<file path="src/rtl/bsu_pkg.sv">
// Package: shared widths, size encoding and the width lookup for the
// bit scan unit. Assumes a 64-bit datapath.
package bsu_pkg;
    localparam int XLEN = 64;
    localparam int IW   = $clog2(XLEN);
    localparam int CW   = IW + 1;

    typedef enum logic [1:0] {
        SZ_W16  = 2'b00,
        SZ_W32  = 2'b01,
        SZ_W64  = 2'b10,
        SZ_W64B = 2'b11
    } opsz_e;

    // Operand width in bits for a size code
    function automatic logic [CW-1:0] size_bits(input opsz_e s);
        case (s)
            SZ_W16:  return CW'(16);
            SZ_W32:  return CW'(32);
            default: return CW'(64);
        endcase
    endfunction
endpackage

</file>
<file path="src/rtl/bsu_operand_mask.sv">
// Operand mask: clears source bits above the selected width and reports
// that width. Purely combinational.
module bsu_operand_mask
    import bsu_pkg::*;
(
    input  logic [XLEN-1:0] src,
    input  logic [1:0]      op_size,
    output logic [XLEN-1:0] masked,
    output logic [CW-1:0]   width
);
    opsz_e sz;

    // Decode the size code and keep only the in-width bits
    always_comb begin
        sz     = opsz_e'(op_size);
        width  = size_bits(sz);
        case (sz)
            SZ_W16:  masked = {{(XLEN-16){1'b0}}, src[15:0]};
            SZ_W32:  masked = {{(XLEN-32){1'b0}}, src[31:0]};
            default: masked = src;
        endcase
    end
endmodule

</file>
<file path="src/rtl/bsu_scan.sv">
// Priority scan: finds the index of the lowest (FROM_TOP=0) or the highest
// (FROM_TOP=1) set bit. idx is 0 when no bit is set; found flags any set bit.
module bsu_scan #(
    parameter int W        = 64,
    parameter bit FROM_TOP = 1'b0,
    localparam int IDXW    = $clog2(W)
) (
    input  logic [W-1:0]    vec,
    output logic [IDXW-1:0] idx,
    output logic            found
);
    assign found = |vec;

    generate
        if (FROM_TOP) begin : g_high
            // Ascending walk: the last hit is the highest set bit
            always_comb begin
                idx = '0;
                for (int i = 0; i < W; i++)
                    if (vec[i]) idx = IDXW'(i);
            end
        end else begin : g_low
            // Descending walk: the last hit is the lowest set bit
            always_comb begin
                idx = '0;
                for (int i = W-1; i >= 0; i--)
                    if (vec[i]) idx = IDXW'(i);
            end
        end
    endgenerate
endmodule

</file>
<file path="src/rtl/bit_scan_unit.sv">
// Bit scan / zero count execution unit. Masks the source to the selected
// width, runs both priority scans, picks scan or count semantics, and
// registers result and flags one cycle after in_valid. Assumes the caller
// supplies the current destination value in dst_old.
module bit_scan_unit
    import bsu_pkg::*;
(
    input  logic            clk,
    input  logic            rst_n,
    input  logic            in_valid,
    input  logic [63:0]     src,
    input  logic [63:0]     dst_old,
    input  logic [1:0]      op_size,
    input  logic            op_rev,
    input  logic            rep_f3,
    input  logic            cnt_en,
    output logic            out_valid,
    output logic [63:0]     dst_result,
    output logic            dst_we,
    output logic            zf,
    output logic            cf
);
    logic [XLEN-1:0] masked;
    logic [CW-1:0]   width;
    logic [IW-1:0]   lo_idx, hi_idx;
    logic            lo_found, hi_found;
    logic            count_mode;
    logic [XLEN-1:0] nx_result;
    logic            nx_we, nx_zf, nx_cf;
    logic [CW-1:0]   cnt_val;

    bsu_operand_mask u_mask (
        .src     (src),
        .op_size (op_size),
        .masked  (masked),
        .width   (width)
    );

    bsu_scan #(.W(XLEN), .FROM_TOP(1'b0)) u_low (
        .vec   (masked),
        .idx   (lo_idx),
        .found (lo_found)
    );

    bsu_scan #(.W(XLEN), .FROM_TOP(1'b1)) u_high (
        .vec   (masked),
        .idx   (hi_idx),
        .found (hi_found)
    );

    assign count_mode = rep_f3 & cnt_en;

    // Select scan or count semantics and form next result and flags
    always_comb begin
        cnt_val   = '0;
        nx_result = dst_old;
        nx_we     = 1'b0;
        nx_zf     = 1'b0;
        nx_cf     = 1'b0;
        if (count_mode) begin
            if (!lo_found)   cnt_val = width;
            else if (op_rev) cnt_val = width - CW'(1) - CW'(hi_idx);
            else             cnt_val = CW'(lo_idx);
            nx_result = XLEN'(cnt_val);
            nx_we     = 1'b1;
            nx_cf     = !lo_found;
            nx_zf     = (cnt_val == '0);
        end else if (hi_found) begin
            nx_result = XLEN'(op_rev ? hi_idx : lo_idx);
            nx_we     = 1'b1;
        end else begin
            nx_zf     = 1'b1;
        end
    end

    // Output register stage with synchronous active-low reset
    always_ff @(posedge clk) begin
        if (!rst_n) begin
            out_valid  <= 1'b0;
            dst_result <= '0;
            dst_we     <= 1'b0;
            zf         <= 1'b0;
            cf         <= 1'b0;
        end else begin
            out_valid <= in_valid;
            dst_we    <= in_valid & nx_we;
            if (in_valid) begin
                dst_result <= nx_result;
                zf         <= nx_zf;
                cf         <= nx_cf;
            end
        end
    end
endmodule

</file>
<file path="config.mk">
export PLATFORM = sky130hd
export DESIGN_NAME = bit_scan_unit
export DESIGN_NICKNAME = d
export VERILOG_FILES = /design/src/rtl/bsu_pkg.sv /design/src/rtl/bsu_operand_mask.sv /design/src/rtl/bsu_scan.sv /design/src/rtl/bit_scan_unit.sv
export SDC_FILE = /design/constraint.sdc
export NUM_CORES = 1
export LEC_CHECK = 0
export CAP_MARGIN = 20
export CORE_MARGIN = 2
export CORE_UTILIZATION = 30
export DETAILED_ROUTE_END_ITERATION = 8
export PLACE_DENSITY_LB_ADDON = 0.12
export SETUP_SLACK_MARGIN = 0.1
export SLEW_MARGIN = 10
export SYNTH_ARGS = -nofsm -noshare
export SYNTH_HDL_FRONTEND = slang
export SYNTH_SLANG_ARGS = --single-unit
export TNS_END_PERCENT = 10
</file>
<file path="constraint.sdc">
create_clock -name clk -period 3.85 [get_ports clk]
set_input_delay 0.9625 -clock clk [delete_from_list [all_inputs] [get_ports clk]]
set_output_delay 0.9625 -clock clk [all_outputs]
set_load 0.005 [all_outputs]
</file>
==> impl_summary.log <==
INFO  metric tightest_slew = 0.7980 ns
INFO  metric clock_tree.root_cell = sky130_fd_sc_hd__clkbuf_16
INFO  metric clock.fmax = 280.2 MHz
INFO  metric report.final.setup_viol = 0
INFO  metric synth-compound-area-share = 35.62%
INFO  metric p_int = 0.001496 W
INFO  metric finalWorstPathRequiredPeriod = 3.568 ns
INFO  metric number_of_enable_type_register_cells_in_the_synthesized_netlist = 0
INFO  metric synth_simple_gate_area_share = 30.65%
INFO  metric cts_tree = yes
INFO  metric synth.area.top_cells = sky130_fd_sc_hd__dfxtp_1 (27%), sky130_fd_sc_hd__a21boi_0 (8.9%), sky130_fd_sc_hd__nand2b_1 (7.8%)
INFO  metric dr_total_vias = 6094
INFO  metric power.share.clock = 40.3%
INFO  metric routedWlPerCell = 16.68 um
INFO  metric outcome = completed
INFO  metric postLayoutCoreUtil = 52.77%
INFO  metric std_cell_rows = 46
INFO  metric endpoint_kind = register
INFO  metric route.antenna.remaining_nets = 0
INFO  metric static-leakage-power = 3.279 nW
INFO  metric cpPeakStageDelay = 0.52 ns
INFO  metric drc_violation_count_after_routing = 0
INFO  metric synth_largest_type_area_fraction = 27.49%
INFO  metric post-dp-hpwl = 14810 um
INFO  metric wirelength = 19080 um
INFO  metric drt_iter0_markers = 361
INFO  metric synth_fp_nets = 774
INFO  metric final_std_cell_area_no_fill = 0.008443 mm2
INFO  metric buffer_depth_of_the_longest_clock_path = 2
INFO  metric maxSlewHeadroom = 46.80%
INFO  metric grt_antenna_before_repair = 0
INFO  metric clkLatencyLatePin = 0.33 ns
INFO  metric globalplace.congestion = 0.9124
INFO  metric worst_clock_skew_on_the_final_layout = 0 ns
INFO  metric grt_overflow_total = 0
INFO  metric postCtsHoldBufs = 0
INFO  metric crit_fanout = 2
INFO  metric synth-adder-area-share = 0.6569%
INFO  metric critical_path.slowest_cell = sky130_fd_sc_hd__fa_1
INFO  metric core_area = 0.01600 mm2
INFO  metric leading_cell_type_in_the_layout_fill_and_taps_excluded = sky130_fd_sc_hd__clkdlybuf4s50_1
INFO  metric die_h = 132.5 um
INFO  metric firstDrtPassIters = 5
INFO  metric cts_num_sinks = 68
INFO  metric layout-drive-gt1-share = 17.78%
INFO  metric synth_top_flop_cell = sky130_fd_sc_hd__dfxtp_1
INFO  metric post_synth_instance_area = 0.004952 mm2
INFO  metric sequentialPowerShare = 34.6%
INFO  metric netSwitchingPower = 0.0005622 W
INFO  metric swShare = 27.32%
INFO  metric yosys.cell_types.count = 74
INFO  metric synth_top_cell_by_area = sky130_fd_sc_hd__dfxtp_1
INFO  metric timing_hold_violations_final = 0
INFO  metric flow.area_growth_from_synthesis = 70.49%
INFO  metric total_clock_buffers_created_by_cts = 9
INFO  metric gr-usage-all-layers = 21.24%
INFO  metric async_flop_share = 0%
INFO  metric postSynthRegisterBits = 68
INFO  metric synthXorXnorAreaFrac = 0%
INFO  metric synth_warnings = 0
INFO  metric layout.nets = 1061
INFO  metric critical-path-top-delay-family = compound AO/OA/AOI/OAI gates
INFO  metric synth_sequential_area_ratio = 27.49%
INFO  metric nFillCells = 1588
INFO  metric grt_pass1_vias = 5977
INFO  metric detail_route.vias_per_cell = 5.327
INFO  metric share_of_power_burned_in_combinational_logic = 25.1%
INFO  metric max_cap_viol_count = 0
INFO  metric grt_first_pass_wirelength = 30730 um
INFO  metric cp_cell_sequence = dlygate4sd2_1 > o41a_1 > nor3_4 > a21oi_4 > ha_2 > fa_1 > nand2_1 > o311a_1 > mux2_4 > o211ai_1 > a311oi_1 > and4_1 > o221a_1
INFO  metric min_period_over_period = 92.68%
INFO  metric floorplan.initialDensity = 30.95%
INFO  metric crit_path_start_kind = input pin
INFO  metric htree_num_levels = 3
INFO  metric power_per_cell_area = 243.8 mW/mm2
INFO  metric detailed_place.area = 0.007850 mm2
INFO  metric floorplan.die.width = 132.5 um
INFO  metric worst-setup-path-type = in2reg
INFO  metric largest_net_degree_at_the_start_of_global_routing = 101
INFO  metric layout.cells.most_common_list = sky130_fd_sc_hd__clkdlybuf4s50_1 (163), sky130_fd_sc_hd__buf_4 (111), sky130_fd_sc_hd__dfxtp_1 (68)
INFO  metric crit_buf_inv = 1
INFO  metric drv_slew = 0
INFO  metric clock_pin_slew_on_the_worst_setup_and_hold_paths = 0.07 ns
INFO  metric muxShareOfSynthArea = 0.2274%
INFO  metric worst-endpoint-arrival = 3.79 ns
INFO  metric cp_data_required_time = 4.07 ns
INFO  metric largest_family_of_logic_cells_by_synthesized_area = compound AO/OA/AOI/OAI gates
INFO  metric port_buffers = 203
INFO  metric post_synth_inst_count = 636
INFO  metric die_area = 0.01755 mm2
INFO  metric io-pin-count = 204
INFO  metric rsz_0062_raised_after_global_routing = no
INFO  metric hold_path_class = reg2reg
INFO  metric syn_avg_cell_area = 7.787 um2
INFO  metric insertedDiodeCount = 0
INFO  metric max-vdd-ir-drop = 0.3936 mV
## tightest hold or removal path, cell delays in order, from the launching register on
cell                       delay [ns]
sky130_fd_sc_hd__dfxtp_1         0.31
sky130_fd_sc_hd__nand2b_1        0.06
sky130_fd_sc_hd__a21boi_0        0.06
## sequential cells by signal, indices dropped and copies added (netlist names)
name        flops
dst_result     64
cf              1
zf              1
out_valid       1
dst_we          1
## power by group through the flow
stage	logic [W]	clock network (W)	registers [W]
6_report	0.000516	0.000829	0.000713
2_1_floorplan	0.000179	0	0.000729
4_1_cts	0.000500	0.000852	0.000713
3_3_place_gp	0.000489	0	0.000728
3_5_place_dp	0.000494	0	0.000728
5_1_grt	0.000557	0.000883	0.000713
## final timing paths
check,to,depth (start not counted),slack [ns],startpoint
hold / removal,dst_result[57]$_SDFFE_PN0P_,2,0.48,dst_result[57]$_SDFFE_PN0P_
hold reg to reg,dst_result[57]$_SDFFE_PN0P_,2,0.48,dst_result[57]$_SDFFE_PN0P_
setup reg to reg,zf$_SDFFE_PN0P_,3,3.02,zf$_SDFFE_PN0P_
setup / recovery,zf$_SDFFE_PN0P_,13,0.28,src[35]
## final cells by class
class	count	area, um2	area share [%]
clock buffers	9	225.2	2.667
well taps	216	270.3	3.201
repair buffers	316	2962	35.08
clock inverters	7	75.07	0.8892
flip-flops and latches	68	1361	16.12
multi-input cells	504	3460	40.98
inverters	24	90.09	1.067
## cell families after synthesis
kind of cell    after synthesis
compound gates              234
fa+ha+maj                     2
buf+inv                      64
mux                           1
flops                        68
simple gates                267
## repair_timing
action,4_1_cts,5_1_grt
cloned,0,0
setup endpoints to repair,1,56
resized for setup,12,47
setup buffers,4,7
pin swaps,7,19
## metal layers
layer  share of wire [%]  vias up  GRT usage [%]  wire length [um]
li1                    -     2981              -                 -
met1                  44     2883          26.59              8321
met2                  49      222          36.96              9323
met3                 6.9        8          5.824              1313
met4                0.64        0          3.584               123
met5                   0        -              0                 0
## through the flow
step           setup WS, ns  TNS [ns]  hold slack [ns]  power [W]  std cells
6_report             0.2817         0           0.4764   0.002058       1144
5_1_grt              0.1134         0           0.4911   0.002153       1144
4_1_cts              0.1013         0           0.4789   0.002065       1137
3_5_place_dp        -0.4920    -6.300           0.4690   0.001222       1117
3_3_place_gp        -0.4681    -8.980           0.4634   0.001217       1117
2_1_floorplan        0.1468         0           0.4706  0.0009083        636
## synthesized netlist by cell type, types with 12 or more instances
library cell               instances
sky130_fd_sc_hd__a21oi_1          32
sky130_fd_sc_hd__inv_1            23
sky130_fd_sc_hd__nor3_1           12
sky130_fd_sc_hd__nand2b_1         62
sky130_fd_sc_hd__o21ai_0          30
sky130_fd_sc_hd__nor4_1           13
sky130_fd_sc_hd__clkbuf_1         26
sky130_fd_sc_hd__dfxtp_1          68
sky130_fd_sc_hd__a21boi_0         59
sky130_fd_sc_hd__nand2_1          25
sky130_fd_sc_hd__nor2_1           48
sky130_fd_sc_hd__nand3_1          62
Power figures use the tool's default switching activity.
